## config.mk

```make
export PLATFORM = sky130hd
export DESIGN_NAME = vert_edge_enh
export DESIGN_NICKNAME = d
export VERILOG_FILES = /design/src/rtl/vee_pkg.sv /design/src/rtl/vee_detail.sv /design/src/rtl/vee_coring.sv /design/src/rtl/vee_gain.sv /design/src/rtl/vee_limit.sv /design/src/rtl/vert_edge_enh.sv
export SDC_FILE = /design/constraint.sdc
export NUM_CORES = 1
export LEC_CHECK = 0
export BUFFER_PORTS_ARGS = -buffer_cell sky130_fd_sc_hd__buf_2
export CORE_MARGIN = 3
export CORE_UTILIZATION = 40
export CTS_CLUSTER_DIAMETER = 50
export DETAILED_ROUTE_END_ITERATION = 7
export REMOVE_ABC_BUFFERS = 1
export SYNTH_ARGS = -nofsm -noshare
export SYNTH_HDL_FRONTEND = slang
export SYNTH_HIERARCHICAL = 1
export SYNTH_SLANG_ARGS = --single-unit
```

## constraint.sdc

```tcl
create_clock -name clk -period 4.05 [get_ports clk]
set_input_delay 1.215 -clock clk [delete_from_list [all_inputs] [get_ports clk]]
set_output_delay 1.215 -clock clk [all_outputs]
set_load 0.01 [all_outputs]
```

## src/rtl/vee_pkg.sv

```systemverilog
package vee_pkg;

  typedef enum logic [1:0] {
    LVL_OFF  = 2'b00,
    LVL_LOW  = 2'b01,
    LVL_MID  = 2'b10,
    LVL_HIGH = 2'b11
  } vee_level_e;

  localparam int SHIFT_LOW  = 4;
  localparam int SHIFT_MID  = 3;
  localparam int SHIFT_HIGH = 2;

endpackage

```

## src/rtl/vee_detail.sv

```systemverilog
module vee_detail #(
  parameter int DW = 8
) (
  input  logic [DW-1:0]        up,
  input  logic [DW-1:0]        mid,
  input  logic [DW-1:0]        dn,
  output logic signed [DW:0]   detail
);

  localparam int SW = DW + 2;

  logic signed [SW-1:0] twice_mid;
  logic signed [SW-1:0] ext_up;
  logic signed [SW-1:0] ext_dn;
  logic signed [SW-1:0] diff;

  // 2*mid - up - down needs two guard bits over the sample width
  always_comb begin
    twice_mid = {1'b0, mid, 1'b0};
    ext_up    = {2'b00, up};
    ext_dn    = {2'b00, dn};
    diff      = twice_mid - ext_up - ext_dn;
  end

  // dropping the LSB of a signed value is a flooring halve
  assign detail = diff[SW-1:1];

endmodule

```

## src/rtl/vee_coring.sv

```systemverilog
module vee_coring #(
  parameter int DW      = 8,
  parameter int CORE_TH = 4
) (
  input  logic                 en,
  input  logic signed [DW:0]   din,
  output logic signed [DW:0]   dout
);

  localparam logic [DW:0]        TH_U = (DW+1)'(CORE_TH);
  localparam logic signed [DW:0] TH_S = (DW+1)'(CORE_TH);

  logic [DW:0] mag;

  always_comb begin
    mag = din[DW] ? 0 - din : din;
    if (!en) begin
      dout = din;
    end else if (mag <= TH_U) begin
      dout = '0;
    end else if (din[DW]) begin
      dout = din + TH_S;
    end else begin
      dout = din - TH_S;
    end
  end

endmodule

```

## src/rtl/vee_gain.sv

```systemverilog
module vee_gain
  import vee_pkg::*;
#(
  parameter int DW = 8
) (
  input  logic [1:0]           sel,
  input  logic signed [DW:0]   din,
  output logic signed [DW:0]   dout
);

  always_comb begin
    unique case (vee_level_e'(sel))
      LVL_LOW:  dout = din >>> SHIFT_LOW;
      LVL_MID:  dout = din >>> SHIFT_MID;
      LVL_HIGH: dout = din >>> SHIFT_HIGH;
      default:  dout = '0;
    endcase
  end

endmodule

```

## src/rtl/vee_limit.sv

```systemverilog
module vee_limit #(
  parameter int DW       = 8,
  parameter int PED_CODE = 60,
  parameter int SYNC_LVL = 16
) (
  input  logic [DW-1:0]        mid,
  input  logic signed [DW:0]   boost,
  output logic [DW-1:0]        dout
);

  localparam int SW = DW + 2;
  localparam logic [DW-1:0]        SYNC_C = DW'(SYNC_LVL);
  localparam logic signed [SW-1:0] PED_S  = SW'(PED_CODE);
  localparam logic signed [SW-1:0] MAX_S  = SW'((1 << DW) - 1);

  logic signed [SW-1:0] sum;

  always_comb begin
    sum = $signed({2'b00, mid}) + $signed({boost[DW], boost});
    if (mid < SYNC_C) begin
      dout = mid;
    end else if (sum < PED_S) begin
      dout = PED_S[DW-1:0];
    end else if (sum > MAX_S) begin
      dout = MAX_S[DW-1:0];
    end else begin
      dout = sum[DW-1:0];
    end
  end

endmodule

```

## src/rtl/vert_edge_enh.sv

```systemverilog
module vert_edge_enh #(
  parameter int DW       = 8,
  parameter int CORE_TH  = 4,
  parameter int PED_CODE = 60,
  parameter int SYNC_LVL = 16
) (
  input  logic          clk,
  input  logic          rst,
  input  logic          in_valid,
  input  logic [DW-1:0] luma_up,
  input  logic [DW-1:0] luma_mid,
  input  logic [DW-1:0] luma_dn,
  input  logic [1:0]    gain_sel,
  input  logic          coring_n,
  output logic          out_valid,
  output logic [DW-1:0] out_luma
);

  localparam logic [DW-1:0] SYNC_C = DW'(SYNC_LVL);
  localparam logic [DW-1:0] PED_C  = DW'(PED_CODE);
  localparam logic [DW:0]   TH_C   = (DW+1)'(CORE_TH);

  // ---------------- stage 1: detail and coring ----------------
  logic signed [DW:0] raw_detail;
  logic signed [DW:0] cored;
  logic [DW:0]        raw_mag;

  vee_detail #(.DW(DW)) u_detail (
    .up     (luma_up),
    .mid    (luma_mid),
    .dn     (luma_dn),
    .detail (raw_detail)
  );

  vee_coring #(.DW(DW), .CORE_TH(CORE_TH)) u_coring (
    .en   (!coring_n),
    .din  (raw_detail),
    .dout (cored)
  );

  assign raw_mag = raw_detail[DW] ? 0 - raw_detail : raw_detail;

  logic               s1_valid;
  logic [DW-1:0]      s1_mid;
  logic signed [DW:0] s1_core;
  logic [1:0]         s1_sel;

  always_ff @(posedge clk) begin
    if (rst) begin
      s1_valid <= 1'b0;
      s1_mid   <= '0;
      s1_core  <= '0;
      s1_sel   <= 2'b00;
    end else begin
      s1_valid <= in_valid;
      s1_mid   <= luma_mid;
      s1_core  <= cored;
      s1_sel   <= gain_sel;
    end
  end

  AST_CORE_DEADZONE: assert property (@(posedge clk) disable iff (rst)
    (!coring_n && raw_mag <= TH_C) |=> (s1_core == 0));

  AST_CORE_BYPASS: assert property (@(posedge clk) disable iff (rst)
    coring_n |=> (s1_core == $past(raw_detail)));

  AST_S1_VALID: assert property (@(posedge clk) disable iff (rst)
    in_valid |=> s1_valid);

  // ---------------- stage 2: gain and limiting ----------------
  logic signed [DW:0] boost;
  logic [DW-1:0]      limited;

  vee_gain #(.DW(DW)) u_gain (
    .sel  (s1_sel),
    .din  (s1_core),
    .dout (boost)
  );

  vee_limit #(.DW(DW), .PED_CODE(PED_CODE), .SYNC_LVL(SYNC_LVL)) u_limit (
    .mid   (s1_mid),
    .boost (boost),
    .dout  (limited)
  );

  always_ff @(posedge clk) begin
    if (rst) begin
      out_valid <= 1'b0;
      out_luma  <= '0;
    end else begin
      out_valid <= s1_valid;
      out_luma  <= limited;
    end
  end

  AST_OUT_VALID: assert property (@(posedge clk) disable iff (rst)
    !s1_valid |=> !out_valid);

  AST_PED_FLOOR: assert property (@(posedge clk) disable iff (rst)
    (s1_valid && s1_mid >= SYNC_C) |=> (out_luma >= PED_C));

  AST_SYNC_PASS: assert property (@(posedge clk) disable iff (rst)
    (s1_valid && s1_mid < SYNC_C) |=> (out_luma == $past(s1_mid)));

  AST_OFF_PASS: assert property (@(posedge clk) disable iff (rst)
    (s1_valid && s1_sel == 2'b00 && s1_mid >= PED_C) |=> (out_luma == $past(s1_mid)));

endmodule

```

==> impl_metrics.ini, run 1 <==
[place]
dp_hpwl_mm = 4.21
portBuffers = 38
numPlacedInstances = 396
finalWeightedCongestion = 0.876
placed_cell_area_mm2 = 0.00287

[floorplanning]
fp.dieW_um = 84.8
dieArea_mm2 = 0.00719
pin_count = 39
rows = 28
die_height_um = 84.8
start_util_pct = 41.7
core_mm2 = 0.00596

[route]
dr.pass1.iters = 4
postRouteAntennaNets = 0
viasPerCell = 5.07
drcViolationCount = 0
drt_iter0_drc = 76
routedWlPerCell_um = 12.9
vias = 2039
routed_wl_mm = 5.18

[critical_path]
crit_path_start_kind = input pin
arrival_ns = 4.16
critPathMaxFanout = 2
cp.required_ns = 4.27
r2r_cells = 11
regToRegSetupSlack_ns = 0.83
worstSetupEndpointType = register
crit_type = in2reg

[clocking]
holdBufCountCts = 0
clk_latency_ns = 0.27
clk_path_buf_depth = 2
clk_pin_slew_ns = 0.09
cts_tree = yes
cts_sinks = 27
cts_buffers = 3
clock-root-buffer = clkbuf_8
cts-htree-levels = 1

[power]
ir_drop_mv = 0.206
powerDensity_mw_per_mm2 = 459
p_leak_uw = 0.00144

[final_layout]
drive_gt1_share_pct = 31.8
fin_cells = 402
fin_area_mm2 = 0.00301
most-common-layout-cells = buf_2 (38), inv_1 (30), dfxtp_1 (27), buf_4 (26), ha_1 (21)
final_core_util_pct = 50.5
mostFrequentLayoutCell = buf_2
final_nets = 389
synthToLayoutAreaGrowth_pct = 20.9
diodes = 0

[status]
status = finished, final reports clean

[global_routing]
grt_max_degree = 28
grt-ovfl-total = 0
grt_pass1_vias = 1951
grt_pass1_wl_mm = 8.59
antenna_found_initial = 0
grt_usage_pct = 14.3

[timing]
timing.final.crit_share_pct = 97.4
hold_violations = 0
min_period_ns = 3.95
rsz0062_at_grt = yes
fmax_ghz = 0.253
holdWs_ns = 0.444
report.final.slew_viol_count = 0
skew_ns = 0.00191
setup_viol = 0
tightest_slew_ns = 0.769
relSlewSlack_pct = 48.8

[synth]
syn_inst = 268
netlist_area_mm2 = 0.00248
syn_avg_cell_area_um2 = 9.27
yosysWarnings = 6

[flow_run]
maxCapViolations = 0

[hold_path]
min_path_type = reg2reg
whs_path_depth = 1
## layout make-up
type | count | area [um^2]
fillers | 588 | 2950
multi-input cells | 200 | 1810
flip-flops and latches | 27 | 541
repair buffers | 65 | 397
inverters | 31 | 116
well taps | 75 | 93.8
clock buffers | 4 | 45.0
## final timing paths
path,start,endpoint
min,s1_valid,out_valid
max,luma_dn[2],s1_core[7]
max reg2reg,s1_sel[0],out_luma[2]
min reg2reg,s1_valid,out_valid
## per-layer routing
layer / vias to the layer above / GRT usage, % / share of wire [%]
met5: - / 0 / 0
met3: 6 / 1.55 / 4.0
met1: 923 / 18.6 / 46
met4: 0 / 3.74 / 1.2
met2: 56 / 25.3 / 49
li1: 1054 / - / -
## power breakdown
group	internal [uW]	leakage [uW]	switching [uW]	total (uW)
Sequential	307	0.000224	24.5	332
Clock	70.6	0.0000228	83.6	154
Combinational	472	0.00119	420	892
## through the flow
stage | setup WS [ns] | TNS, ns | total power, uW
floorplan | -0.112 | -0.112 | 894
global placement | -0.190 | -0.410 | 1150
detailed placement | -0.244 | -0.612 | 1160
CTS | 0.0373 | 0 | 1320
global route | -0.0581 | -0.204 | 1490
finish | 0.104 | 0 | 1380
## what timing repair did
action | in CTS | in global routing
setup endpoints to repair | 0 | 4
resized for setup | 0 | 14
setup buffers | 0 | 2
## registers in the layout, summed over array words and instances (netlist names)
signal and flops:
out_luma 8, s1_sel 2, s1_valid 1, out_valid 1, s1_mid 8, s1_core 7
## worst max-delay path, stage by stage
cell,delay [ns]
buf_2,0.08
inv_1,0.04
fa_1,0.58
ha_4,0.21
nor2b_4,0.12
o31a_4,0.29
o21ai_4,0.13
o21ai_2,0.08
xor2_2,0.19
ha_1,0.31
or4b_1,0.52
o2111a_1,0.14
o22ai_2,0.09
nor2b_4,0.14
Note: power is estimated with default switching activity, not from simulation.
==> run 2, diff against run 1 <==
- CTS_BUF_LIST: not set -> sky130_fd_sc_hd__clkbuf_4
- SYNTH_HIERARCHICAL: 1 -> not set
- clock period: 4.05 -> 4.1 ns (I/O delays scaled with it)
==> run 2 against run 1 <==
Critical path depth increased by 1; sequential share of layout area increased by 0.30 points; utilization increased by 5.3 points; global-route usage increased by 1.5 points; non-clock buffer count increased by 13; clock skew decreased by 0.0014 ns; clock power decreased by 23%; cell area decreased by 1.7%; worst hold slack improved by 0.019 ns; critical endpoint is now s1_core[8]; highest routed layer unchanged.
==> impl_metrics.ini, run 2 <==
[synth]
yosysWarnings = 0
ys_top_cells_by_count = inv_1 (34), a21oi_1 (29), dfxtp_1 (27), ha_1 (24), nor2b_1 (17)
ys_ff_latch = 27
syn_avg_cell_area_um2 = 8.80
synth_most_common_cell = inv_1
syn_inst = 258
synth.area.top_cells = dfxtp_1 (24%), ha_1 (13%), fa_1 (7.9%)
synth_edf_count = 0
ys.flop_type = dfxtp_1
synth_top_area_cell = dfxtp_1
async_flop_share_pct = 0
synth.distinct_cells = 53
netlist_area_mm2 = 0.00227
ys_seq_area_share_pct = 23.8
yosysTopAreaCellShare_pct = 23.8

[flow_run]
maxCapViolations = 0

[critical_path]
crit_type = in2reg
crit_path_start_kind = input pin
reg2reg_to = out_luma[1]
regToRegSetupSlack_ns = 0.96
critPathMaxFanout = 4
worstSetupEndpointType = register
r2r-start = s1_sel[1]
cp.required_ns = 4.37
r2r_cells = 13
arrival_ns = 4.20

[clocking]
cts-htree-levels = 1
clk_latency_ns = 0.32
clock-root-buffer = clkbuf_4
clk_path_buf_depth = 2
holdBufCountCts = 0
clk_pin_slew_ns = 0.15
cts_tree = yes
cts_buffers = 3
cts_sinks = 27

[place]
finalWeightedCongestion = 0.776
numPlacedInstances = 397
dp_hpwl_mm = 4.21
portBuffers = 38

[route]
drcViolationCount = 0
routedWlPerCell_um = 12.4
dr.pass1.iters = 4
vias = 2037
postRouteAntennaNets = 0
routed_wl_mm = 5.03
viasPerCell = 5.03
drt_iter0_drc = 46

[timing]
hold_violations = 0
report.final.slew_viol_count = 0
fmax_ghz = 0.255
skew_ns = 0.000526
tightest_slew_ns = 0.495
min_period_ns = 3.93
relSlewSlack_pct = 66.9
timing.final.crit_share_pct = 95.8
setup_viol = 0

[floorplanning]
pin_count = 39
start_util_pct = 42.8
dieArea_mm2 = 0.00661
core_mm2 = 0.00530
fp.dieW_um = 81.3
die_height_um = 81.3
rows = 26

[final_layout]
final_core_util_pct = 55.7
biggestRegsByFlops = out_luma (8), s1_mid (8), s1_core (7)
mostFrequentLayoutCell = buf_4
final_nets = 399
diodes = 0
synthToLayoutAreaGrowth_pct = 30.2
drive_gt1_share_pct = 31.9
most-common-layout-cells = buf_4 (39), buf_2 (38), inv_1 (34), dfxtp_1 (27), a21oi_1 (26)
fin_cells = 405

[global_routing]
grt-ovfl-total = 0
grt_pass1_vias = 1948
grt_max_degree = 21
grt_pass1_wl_mm = 8.25
antenna_found_initial = 0
grt_usage_pct = 15.8

[power]
swShare_pct = 40.2
p_clk_share_pct = 8.6
p_int_uw = 822
power.share.sequential_pct = 24.8
powerDensity_mw_per_mm2 = 466
comb_power_share_pct = 66.6
switchingPower_uw = 554
p_leak_uw = 0.00139
ir_drop_mv = 0.256

[hold_path]
holdPathEnd = out_valid
whs_path_depth = 1
hp-start = s1_valid
min_path_type = reg2reg

[status]
status = finished, final reports clean
run 2: logic make-up after synthesis:
family / after synthesis / synth area share, %
DFF: 27 / 23.8
adders and majority gates: 33 / 21.2
AOI/OAI and AO/OA: 71 / 22.4
muxes: 4 / 1.76
and+or+nand+nor: 65 / 16.3
buffers and inverters: 39 / 6.62
xor gates and xnor gates: 19 / 7.99
run 2: timing repair:
item                                    4_1_cts  5_1_grt
gates cloned                                  0        0
pin swaps                                     0        7
endpoints found under the setup margin        1        7
buffers inserted                              0        4
gates resized for setup                       2       13
run 2: layer usage:
| layer | vias up | wire length (um) | share of wire, % | track usage (%) |
|---|---|---|---|---|
| li1 | 1066 | - | - | - |
| met1 | 931 | 2210 | 44 | 19.4 |
| met2 | 36 | 2580 | 51 | 29.3 |
| met3 | 4 | 159 | 3.2 | 1.33 |
| met4 | 0 | 74 | 1.5 | 4.05 |
| met5 | - | 0 | 0 | 0 |
run 2: worst max-delay path, cell delays in order:
cell and delay [ns]:
buf_2 0.08, inv_1 0.04, fa_1 0.58, ha_4 0.23, nor2b_2 0.17, o2111ai_2 0.19
and3b_1 0.22, xor2_1 0.19, inv_1 0.09, ha_1 0.31, a21oi_2 0.16, nor2b_1 0.05
o21ai_0 0.11, or3b_2 0.46, o22ai_2 0.09
run 2: worst max path at each step:
stage / from / end / slack (ns) / cells past startpoint
6_report: luma_up[2] / s1_core[8] / 0.17 / 15
5_1_grt: luma_dn[4] / s1_core[7] / -0.02 / 16
4_1_cts: luma_up[4] / s1_core[8] / 0.02 / 17
3_5_place_dp: luma_up[4] / s1_core[8] / -0.34 / 15
3_3_place_gp: luma_up[4] / s1_core[8] / -0.30 / 15
2_1_floorplan: luma_up[4] / s1_core[8] / -0.31 / 14
run 2: per-stage QoR:
step           TNS (ns)  power (uW)  setup slack, ns  instance area (um^2)  hold WS [ns]
5_1_grt         -0.0222        1510          -0.0222                  2960         0.476
3_5_place_dp      -1.63        1190           -0.339                  2800         0.451
2_1_floorplan    -0.546         867           -0.306                  2250         0.414
3_3_place_gp      -1.59        1180           -0.302                  2800         0.423
6_report              0        1380            0.172                  2960         0.463
4_1_cts               0        1310           0.0238                  2830         0.470
run 2: area by class of cell:
type	instances	area [um^2]
inverter	34	128
sequential	27	541
fill	498	2350
multi-input combinational	192	1680
clock inverter	1	7.51
tap	70	87.6
timing repair buffer	78	494
clock buffer	3	22.5
run 2: power by group through the flow:
stage	logic [uW]	clock network, uW	registers, uW
floorplan	517	0	350
global placement	836	0	348
detailed placement	840	0	349
CTS	849	122	342
global route	1020	137	349
finish	916	118	341
